--- src/rtl/simt_mask_pkg.sv ---
package simt_mask_pkg;

    typedef enum logic [2:0] {
        OP_NONE    = 3'd0,
        OP_BR_OPEN = 3'd1,
        OP_BR_FLIP = 3'd2,
        OP_BR_CLOSE= 3'd3,
        OP_LP_OPEN = 3'd4,
        OP_LP_CONT = 3'd5,
        OP_LP_BRK  = 3'd6,
        OP_LP_CLOSE= 3'd7
    } op_e;

    // kind bit stored with each nesting entry
    localparam logic KIND_BR = 1'b0;
    localparam logic KIND_LP = 1'b1;

endpackage

--- src/rtl/simt_lane_vote.sv ---
module simt_lane_vote #(
    parameter int LANES = 8
) (
    input  logic [LANES-1:0] cur,
    input  logic [LANES-1:0] cond,
    output logic [LANES-1:0] taken,
    output logic [LANES-1:0] dropped,
    output logic             none_true,
    output logic             none_false
);
    // per-lane split of the enabled set
    for (genvar i = 0; i < LANES; i++) begin : g_lane
        assign taken[i]   = cur[i] &  cond[i];
        assign dropped[i] = cur[i] & ~cond[i];
    end

    assign none_true  = ~|taken;
    assign none_false = ~|dropped;
endmodule

--- src/rtl/simt_nest_stack.sv ---
module simt_nest_stack #(
    parameter int WIDTH = 17,
    parameter int DEPTH = 8
) (
    input  logic                          clk,
    input  logic                          rst,
    input  logic                          push,
    input  logic                          pop,
    input  logic                          upd,
    input  logic [WIDTH-1:0]              din,
    output logic [WIDTH-1:0]              top,
    output logic [$clog2(DEPTH+1)-1:0]    count
);
    localparam int CW = $clog2(DEPTH+1);
    localparam int AW = (DEPTH > 1) ? $clog2(DEPTH) : 1;

    logic [WIDTH-1:0] mem_q [DEPTH];
    logic [WIDTH-1:0] mem_d [DEPTH];
    logic [CW-1:0]    cnt_q, cnt_d;
    logic [CW-1:0]    top_idx;
    logic [CW-1:0]    wr_idx;

    always_comb begin
        top_idx = cnt_q - CW'(1);
        wr_idx  = cnt_q;
    end

    assign top   = (cnt_q == '0) ? '0 : mem_q[top_idx[AW-1:0]];
    assign count = cnt_q;

    always_comb begin
        mem_d = mem_q;
        cnt_d = cnt_q;
        if (push) begin
            mem_d[wr_idx[AW-1:0]] = din;
            cnt_d = cnt_q + CW'(1);
        end else if (pop) begin
            cnt_d = cnt_q - CW'(1);
        end else if (upd) begin
            mem_d[top_idx[AW-1:0]] = din;
        end
    end

    always_ff @(posedge clk) begin
        if (rst) begin
            cnt_q <= '0;
            for (int i = 0; i < DEPTH; i++) mem_q[i] <= '0;
        end else begin
            cnt_q <= cnt_d;
            mem_q <= mem_d;
        end
    end


    no_overflow_chk: assert property (@(posedge clk) disable iff (rst)
        !(push && cnt_q == CW'(DEPTH)));

    no_underflow_chk: assert property (@(posedge clk) disable iff (rst)
        !((pop || upd) && cnt_q == '0));

    depth_bound_chk: assert property (@(posedge clk) disable iff (rst)
        cnt_q <= CW'(DEPTH));
endmodule

--- src/rtl/simt_mask_ctrl.sv ---
module simt_mask_ctrl
    import simt_mask_pkg::*;
#(
    parameter int LANES = 8,
    parameter int DEPTH = 8
) (
    input  logic             clk,
    input  logic             rst,
    input  logic             ev_valid,
    input  logic [2:0]       ev_op,
    input  logic [LANES-1:0] ev_cond,
    output logic [LANES-1:0] active_mask,
    output logic             br_uniform,
    output logic             br_diverged,
    output logic             skip_then,
    output logic             skip_else,
    output logic             loop_exit,
    output logic             stack_err
);
    localparam int W  = 1 + 2*LANES;
    localparam int CW = $clog2(DEPTH+1);

    typedef struct packed {
        logic [LANES-1:0] mask;
        logic             err;
        logic             unif;
        logic             div;
        logic             st;
        logic             se;
        logic             lx;
    } ctrl_t;

    ctrl_t ctrl_q, ctrl_d;

    logic [LANES-1:0] taken, dropped;
    logic             none_true, none_false;

    logic             s_push, s_pop, s_upd;
    logic [W-1:0]     s_din, s_top;
    logic [CW-1:0]    s_cnt;

    logic             top_kind;
    logic [LANES-1:0] top_a, top_b;
    logic             have_br, have_lp, full;
    logic [LANES-1:0] else_set, resume_set;
    op_e              op;

    simt_lane_vote #(.LANES(LANES)) u_vote (
        .cur        (ctrl_q.mask),
        .cond       (ev_cond),
        .taken      (taken),
        .dropped    (dropped),
        .none_true  (none_true),
        .none_false (none_false)
    );

    simt_nest_stack #(.WIDTH(W), .DEPTH(DEPTH)) u_stack (
        .clk   (clk),
        .rst   (rst),
        .push  (s_push),
        .pop   (s_pop),
        .upd   (s_upd),
        .din   (s_din),
        .top   (s_top),
        .count (s_cnt)
    );

    assign top_kind   = s_top[W-1];
    assign top_a      = s_top[2*LANES-1:LANES];
    assign top_b      = s_top[LANES-1:0];
    assign have_br    = (s_cnt != '0) && (top_kind == KIND_BR);
    assign have_lp    = (s_cnt != '0) && (top_kind == KIND_LP);
    assign full       = (s_cnt == CW'(DEPTH));
    assign else_set   = top_a & ~top_b;
    assign resume_set = top_a & ~top_b;
    assign op         = op_e'(ev_op);

    always_comb begin
        ctrl_d      = ctrl_q;
        ctrl_d.unif = 1'b0;
        ctrl_d.div  = 1'b0;
        ctrl_d.st   = 1'b0;
        ctrl_d.se   = 1'b0;
        ctrl_d.lx   = 1'b0;
        s_push      = 1'b0;
        s_pop       = 1'b0;
        s_upd       = 1'b0;
        s_din       = '0;
        if (ev_valid) begin
            unique case (op)
                OP_BR_OPEN: begin
                    if (full) ctrl_d.err = 1'b1;
                    else begin
                        s_push      = 1'b1;
                        s_din       = {KIND_BR, ctrl_q.mask, taken};
                        ctrl_d.mask = taken;
                        ctrl_d.unif = none_true | none_false;
                        ctrl_d.div  = ~(none_true | none_false);
                        ctrl_d.st   = none_true;
                    end
                end
                OP_BR_FLIP: begin
                    if (!have_br) ctrl_d.err = 1'b1;
                    else begin
                        ctrl_d.mask = else_set;
                        ctrl_d.se   = (else_set == '0);
                    end
                end
                OP_BR_CLOSE: begin
                    if (!have_br) ctrl_d.err = 1'b1;
                    else begin
                        s_pop       = 1'b1;
                        ctrl_d.mask = top_a;
                    end
                end
                OP_LP_OPEN: begin
                    if (full) ctrl_d.err = 1'b1;
                    else begin
                        s_push = 1'b1;
                        s_din  = {KIND_LP, ctrl_q.mask, {LANES{1'b0}}};
                    end
                end
                OP_LP_CONT: begin
                    if (!have_lp) ctrl_d.err = 1'b1;
                    else ctrl_d.mask = dropped;
                end
                OP_LP_BRK: begin
                    if (!have_lp) ctrl_d.err = 1'b1;
                    else begin
                        ctrl_d.mask = dropped;
                        s_upd       = 1'b1;
                        s_din       = {KIND_LP, top_a, top_b | taken};
                    end
                end
                OP_LP_CLOSE: begin
                    if (!have_lp) ctrl_d.err = 1'b1;
                    else if (resume_set != '0) begin
                        ctrl_d.mask = resume_set;
                    end else begin
                        s_pop       = 1'b1;
                        ctrl_d.mask = top_a;
                        ctrl_d.lx   = 1'b1;
                    end
                end
                default: ;
            endcase
        end
    end

    always_ff @(posedge clk) begin
        if (rst) begin
            ctrl_q      <= '0;
            ctrl_q.mask <= '1;
        end else begin
            ctrl_q <= ctrl_d;
        end
    end

    assign active_mask = ctrl_q.mask;
    assign br_uniform  = ctrl_q.unif;
    assign br_diverged = ctrl_q.div;
    assign skip_then   = ctrl_q.st;
    assign skip_else   = ctrl_q.se;
    assign loop_exit   = ctrl_q.lx;
    assign stack_err   = ctrl_q.err;


    reset_mask_chk: assert property (@(posedge clk)
        rst |=> (active_mask == '1 && !stack_err));

    open_no_gain_chk: assert property (@(posedge clk) disable iff (rst)
        (ev_valid && ev_op == 3'd1) |=> ((active_mask & ~$past(active_mask)) == '0));

    uni_div_excl_chk: assert property (@(posedge clk) disable iff (rst)
        !(br_uniform && br_diverged));

    skip_then_empty_chk: assert property (@(posedge clk) disable iff (rst)
        skip_then |-> (active_mask == '0));

    skip_else_empty_chk: assert property (@(posedge clk) disable iff (rst)
        skip_else |-> (active_mask == '0));

    exit_cause_chk: assert property (@(posedge clk) disable iff (rst)
        loop_exit |-> ($past(ev_valid) && $past(ev_op) == 3'd7));

    err_sticky_chk: assert property (@(posedge clk) disable iff (rst)
        stack_err |=> stack_err);

    idle_hold_chk: assert property (@(posedge clk) disable iff (rst)
        !ev_valid |=> ($stable(active_mask) && !br_uniform && !br_diverged && !loop_exit));
endmodule

--- config.mk ---
export PLATFORM = sky130hd
export DESIGN_NAME = simt_mask_ctrl
export DESIGN_NICKNAME = d
export VERILOG_FILES = /design/src/rtl/simt_mask_pkg.sv /design/src/rtl/simt_lane_vote.sv /design/src/rtl/simt_nest_stack.sv /design/src/rtl/simt_mask_ctrl.sv
export SDC_FILE = /design/constraint.sdc
export NUM_CORES = 1
export LEC_CHECK = 0
export CAP_MARGIN = 20
export CORE_ASPECT_RATIO = 0.5
export CORE_MARGIN = 2
export CORE_UTILIZATION = 64
export CTS_CLUSTER_SIZE = 16
export DETAILED_ROUTE_END_ITERATION = 12
export DONT_BUFFER_PORTS = 1
export PLACE_DENSITY_LB_ADDON = 0.08
export SKIP_LAST_GASP = 1
export SLEW_MARGIN = 20
export SYNTH_ARGS = -nofsm -noshare
export SYNTH_HDL_FRONTEND = slang
export SYNTH_HIERARCHICAL = 1
export SYNTH_SLANG_ARGS = --single-unit
--- constraint.sdc ---
create_clock -name clk -period 5.95 [get_ports clk]
set_input_delay 1.785 -clock clk [delete_from_list [all_inputs] [get_ports clk]]
set_output_delay 1.785 -clock clk [all_outputs]
set_load 0.005 [all_outputs]
=== After elaboration in Yosys (flattened, before gate mapping) ===
Cells that the tools add are included.

* Logic and storage cells: 144
* Bits of input ports: 14
* Register bits after elaboration: 154

* Mux-type cells: 42
* Bitwise logic cells: 37
* $add $sub $neg: 2
* Eq/ne operators: 17
* Reductions and logical operators: 26
* $lt $le $gt $ge: 4

{| class="wikitable"
|+ Operators with widths
! cell !! count
|-
| two-way mux 136 bit || 3
|-
| bitwise mux 136 bit || 2
|-
| two-way mux 17 bit || 8
|-
| demux 17 bit (select 3 bit) || 2
|-
| binary-select mux 17 bit (select 3 bit) || 1
|-
| one-hot mux 17 bit (3 select lines) || 1
|-
| two-way mux 8 bit || 6
|-
| one-hot mux 8 bit (5 select lines) || 1
|-
| AND 1 bit || 16
|-
| two-way mux 16 bit || 1
|-
| OR reduction 8 bit || 2
|-
| NOT 1 bit || 15
|-
| != test 2 bit, second input constant || 7
|-
| two-way mux 1 bit || 13
|-
| == test 3 bit, second input constant || 4
|-
| AND 8 bit || 1
|-
| >= comparator 4 bit, second input constant || 2
|-
| logical NOT 8 bit || 1
|-
| less-than comparator 4 x 1 -> 1 bit, second input constant || 2
|-
| two-way mux 4 bit || 2
|-
| NOT 3 -> 4 bit || 2
|-
| NOT 8 bit || 1
|-
| bitwise OR 8 bit || 1
|-
| nonzero test 8 bit || 1
|-
| 22 further kinds || 33
|}

=== Depth between registers and ports, before layout ===
* Depth in word-level cells: 15
* Gate-level depth with buffers: 20
* Mapped depth without buffers: 14

=== By module ===
Netlist, hierarchy kept.

{| class="wikitable"
|+ Modules (own cells, without submodules)
! module !! times used !! area each (um^2) !! sequential area each (um^2) !! cells an instance
|-
| simt_nest_stack || 1 || 6620.1 || 2802.7 || 639
|-
| simt_mask_ctrl || 1 || 1382.6 || 280.3 || 199
|-
| simt_lane_vote || 1 || 156.4 || 0.0 || 22
|}

=== Worst setup path after synthesis ===
Ideal clock, no wire load.

* Path type: register -> register
* From: register u_stack.cnt_q[1], in the netlist u_stack/count[1]
* To: register u_stack/mem_q[40] (netlist bit)
* Path buffers: 6
* Required time: 5.878 ns
* Data arrival time: 4.301 ns
* Path slack: 1.578 ns
* Cell stages (with the launch flop): 20
* Period minus slack after synthesis: 4.372 ns
* Path through: dfxtp_1 clkbuf_1 inv_1 ha_1 buf_2 buf_1 mux4_2 nand2_1 a21oi_1 o22ai_1 nor4_1 clkbuf_1 nand3_1 a21oi_1 nor3b_4 a31oi_1 o21bai_1 buf_2 buf_4 mux2i_1

* Cells in the longest elaborated chain, start to end: 15
* Elaborated cells between the ends (all ways): 50

{| class="wikitable"
|+ RTL lines
! what !! RTL line !! text
|-
| start: declaration || simt_nest_stack.sv:19 || <nowiki>logic [CW-1:0] cnt_q, cnt_d;</nowiki>
|-
| start signal: assignment || simt_nest_stack.sv:49 || <nowiki>cnt_q <= cnt_d;</nowiki>
|-
| subtractor 4 x 1 -> 4 bit || - ||
|-
| NOT 3 -> 4 bit (implied by the code) || simt_nest_stack.sv:28 || <nowiki>assign top = (cnt_q == '0) ? '0 : mem_q[top_idx[AW-1:0]];</nowiki>
|-
| binary-select mux 17 bit (select 3 bit) || simt_nest_stack.sv:28 ||
|-
| two-way mux 17 bit (implied by the code) (2 in series) || simt_nest_stack.sv:28 ||
|-
| two-way mux 17 bit (*) || simt_nest_stack.sv:28 ||
|-
| net s_top[3] || simt_mask_ctrl.sv:39 || <nowiki>logic [W-1:0] s_din, s_top;</nowiki>
|-
| NOT 8 bit (*) || simt_mask_ctrl.sv:75 || <nowiki>assign resume_set = top_a & ~top_b;</nowiki>
|-
| AND 8 bit (*) || simt_mask_ctrl.sv:75 ||
|-
| nonzero test 8 bit (*) || simt_mask_ctrl.sv:137 || <nowiki>else if (resume_set != '0) begin</nowiki>
|-
| two-way mux 1 bit (*) || simt_mask_ctrl.sv:137 ||
|-
| two-way mux 1 bit (*) || simt_mask_ctrl.sv:136 || <nowiki>if (!have_lp) ctrl_d.err = 1'b1;</nowiki>
|-
| one-hot mux 1 bit (2 select lines) (*) || simt_mask_ctrl.sv:90 || <nowiki>unique case (op)</nowiki>
|-
| two-way mux 1 bit (*) || simt_mask_ctrl.sv:89 || <nowiki>if (ev_valid) begin</nowiki>
|-
| net s_pop || simt_mask_ctrl.sv:38 || <nowiki>logic s_push, s_pop, s_upd;</nowiki>
|-
| != test 2 bit (no line) (*) || - ||
|-
| AND reduction 2 bit (no line) (*) || - ||
|-
| end signal: assignment || simt_nest_stack.sv:50 || <nowiki>mem_q <= mem_d;</nowiki>
|-
| end: declaration || simt_nest_stack.sv:17 || <nowiki>logic [WIDTH-1:0] mem_q [DEPTH];</nowiki>
|}

Mark *: on every way through the listed nets, which the timed path passes. The rest lies on a longest branch. The select of a mux whose other input is x is not followed.
A chain may end at the register's enable or synchronous reset.

=== Worst setup path after layout ===
* From: register u_stack.cnt_q[1], in the netlist u_stack/count[1]
* To: register u_stack/mem_q[87] (netlist bit)

Same word-level chain as after synthesis.

==> flow_metrics.py <==
metrics = {
    "floorplan": {
        "core_area_mm2": 0.0126,
        "start_util": 0.650,
        "die_area_mm2": 0.0137,
        "die_x_um": 164,
        "pin_count": 28,
        "die_h_um": 83.8,
        "num_rows": 29,
    },
    "clocking": {
        "clockBufferDepth": 2,
        "clk_pin_slew_ns": 0.07,
        "cts_tree": "yes",
        "insertion_delay_ns": 0.42,
        "postCtsSetupBuffers": 0,
        "cts_buffers": 17,
        "hold_buffers": 0,
        "ctsResizeCount": 0,
        "h-tree-depth": 4,
        "cts_root_buffer": "clkbuf_16",
        "clock-sinks": 154,
    },
    "grt": {
        "grt_pass1_vias": 6037,
        "grt_usage": 0.316,
        "gr-total-overflow": 0,
        "grt_pass1_wl_mm": 33.4,
        "grt_start_max_net_pins": 168,
        "antenna_found_initial": 0,
    },
    "setup_path": {
        "end_kind": "flip-flop",
        "r2r_cells": 14,
        "worstPathArrival_ns": 5.43,
        "timing.rr.start": "u_stack/count[1]",
        "crit_type": "reg -> reg",
        "worstPathRequired_ns": 6.23,
        "rr_endpoint": "u_stack/mem_q[87]",
        "r2r_setup_slack_ns": 0.80,
        "crit_path_start_kind": "flip-flop",
        "critPathMaxFanout": 18,
    },
    "power_and_ir_drop": {
        "ir_worst_vdd_mv": 0.160,
        "p_seq_frac": 0.454,
        "p_switching_mw": 0.594,
        "p_leak_nw": 3.35,
        "combPwrFrac": 0.076,
        "sw_frac_of_total": 0.258,
        "clock_power_share": 0.470,
        "power_mw": 2.30,
        "p_per_area_mw_per_mm2": 263,
        "internal_power_mw": 1.70,
    },
    "yosys": {
        "syn_inst": 860,
        "syn-num-nets": 876,
        "synth_top_area_frac": 0.378,
        "ys_top_cells_by_area": "dfxtp_1 38%, mux2i_1 10%, mux4_2 9.4%",
        "syn_area_mm2": 0.00816,
        "yosys_warnings": 6,
        "yosys_most_used_dff": "dfxtp_1",
        "synth.distinct_cells": 54,
        "ys_seq_area_frac": 0.378,
        "async_flop_share": 0,
        "synth_edf_count": 0,
        "yosys.area.top_type": "dfxtp_1",
        "synth.avg_cell_area_um2": 9.49,
        "ys_seq_elements": 154,
    },
    "drt": {
        "routed_wl_mm": 20.8,
        "via_per_inst": 6.37,
        "drc": 0,
        "via_count": 6412,
        "dr.pass1.iters": 5,
        "drt_iter0_drc": 764,
        "antenna_left": 0,
        "wl_per_cell_um": 20.7,
    },
    "layout": {
        "synthToLayoutAreaGrowth_pct": 7.27,
        "final_common_cell": "dfxtp_1",
        "layout-drive-gt1-share": 0.128,
        "most-common-layout-cells": "153 x dfxtp_1, 122 x nand2b_1, 85 x mux2i_1",
        "final_util": 0.697,
        "final_nets": 840,
        "antenna_cells": 0,
    },
    "sta": {
        "slew_headroom": 0.418,
        "clock.fmax_mhz": 194,
        "grt_setup_unrepaired": "no",
        "final.setup.tns_ns": 0,
        "tightest_slew_ns": 0.869,
        "fin_crit_sh": 0.866,
        "setup_viol": 0,
        "slew_violations": 0,
        "holdWs_ns": 0.474,
        "period_needed_ns": 5.15,
        "clock_skew_ns": 0.0105,
        "hold_violations": 0,
    },
    "place": {
        "dp_hpwl_mm": 13.2,
        "portBuffers": 0,
        "place_congestion": 0.892,
    },
    "hold_path": {
        "min-delay-start": "u_stack/mem_q[131]",
        "hold_depth": 2,
        "holdPathEnd": "u_stack/mem_q[131]",
        "hp-class": "reg -> reg",
    },
    "run": {
        "drv_cap": 0,
    },
    "status": {
        "outcome": "completed",
    },
}
-- state kept, by name, summed over array words and instances (netlist names) --
signal / count
skip_else: 1
active_mask: 8
stack_err: 1
skip_then: 1
u_stack/count: 4
br_diverged: 1
u_stack/mem_q: 136
br_uniform: 1
loop_exit: 1
-- worst max-delay path, cell delays in order, from the launching register on --
cell and delay [ns]:
dfxtp_1 0.55, inv_1 0.09, ha_1 0.29, xnor2_2 0.70, nand2_1 0.11, a21oi_1 0.52, o22ai_1 0.21, nor4_1 0.28
buf_4 0.24, nand3_1 0.09, a21oi_1 0.51, nor3b_4 0.16, o21ba_2 0.51, or2_1 0.54, o21ai_0 0.20
-- synthesized netlist by cell type (9+ instances only) --
master,n
inv_1,11
nor2b_1,30
nor2_1,35
dfxtp_1,154
a21oi_1,38
o21ai_1,10
nand3b_1,42
and2_1,11
nand2_1,50
a32oi_1,9
o21ai_0,68
mux2i_1,85
clkbuf_1,34
mux4_2,34
buf_6,9
nand2b_1,122
buf_2,16
-- per-stage QoR --
step	setup WS, ns	instances	cell area [µm²]
global placement	1.08	975	8170
floorplan	1.58	860	8160
global route	0.274	1007	8750
finish	0.796	1007	8750
detailed placement	0.964	975	8170
CTS	0.923	1007	8750
-- logic make-up after synthesis --
family                     Yosys count  share of synthesized area
and+or+nand+nor                    327                      0.237
AOI/OAI and AO/OA                  167                      0.122
DFF                                154                      0.378
muxes                              119                      0.198
buffers and inverters               83                     0.0521
xor gates and xnor gates             7                    0.00843
adders and majority gates            3                    0.00429
-- worst max path at each step --
stage                         endpoint              from  depth (start not counted)  slack [ns]
detailed placement  u_stack/mem_q[101]  u_stack/count[1]                         14        0.96
finish               u_stack/mem_q[87]  u_stack/count[1]                         14        0.80
global placement    u_stack/mem_q[101]  u_stack/count[1]                         14        1.08
floorplan            u_stack/mem_q[40]  u_stack/count[1]                         19        1.58
global route         u_stack/mem_q[98]  u_stack/count[1]                         14        0.27
CTS                  u_stack/mem_q[85]  u_stack/count[1]                         14        0.92
-- power groups by stage --
| stage | clock network (mW) | logic (mW) | registers, mW |
|---|---|---|---|
| after floorplan | 0 | 0.151 | 1.06 |
| after global placement | 0 | 0.170 | 1.07 |
| after detailed placement | 0 | 0.170 | 1.07 |
| after CTS | 1.09 | 0.172 | 1.04 |
| after global routing | 1.13 | 0.186 | 1.04 |
| final | 1.08 | 0.174 | 1.04 |
-- layout make-up --
cell class | instances | area [µm²]
clock buffers | 18 | 429
fillers | 986 | 3800
multi-input cells | 623 | 4690
clock inverters | 14 | 154
well taps | 170 | 213
repair buffers | 17 | 140
inverters | 11 | 41.3
flip-flops and latches | 154 | 3080
-- routing by layer --
metal / part of all wire / global-route usage / vias to the layer above
li1: - / - / 2953
met2: 0.42 / 0.458 / 306
met4: 0.0092 / 0.0750 / 0
met1: 0.49 / 0.479 / 3127
met3: 0.083 / 0.0695 / 26
met5: 0 / 0 / -
No activity file was read; power rests on OpenSTA's default activity.
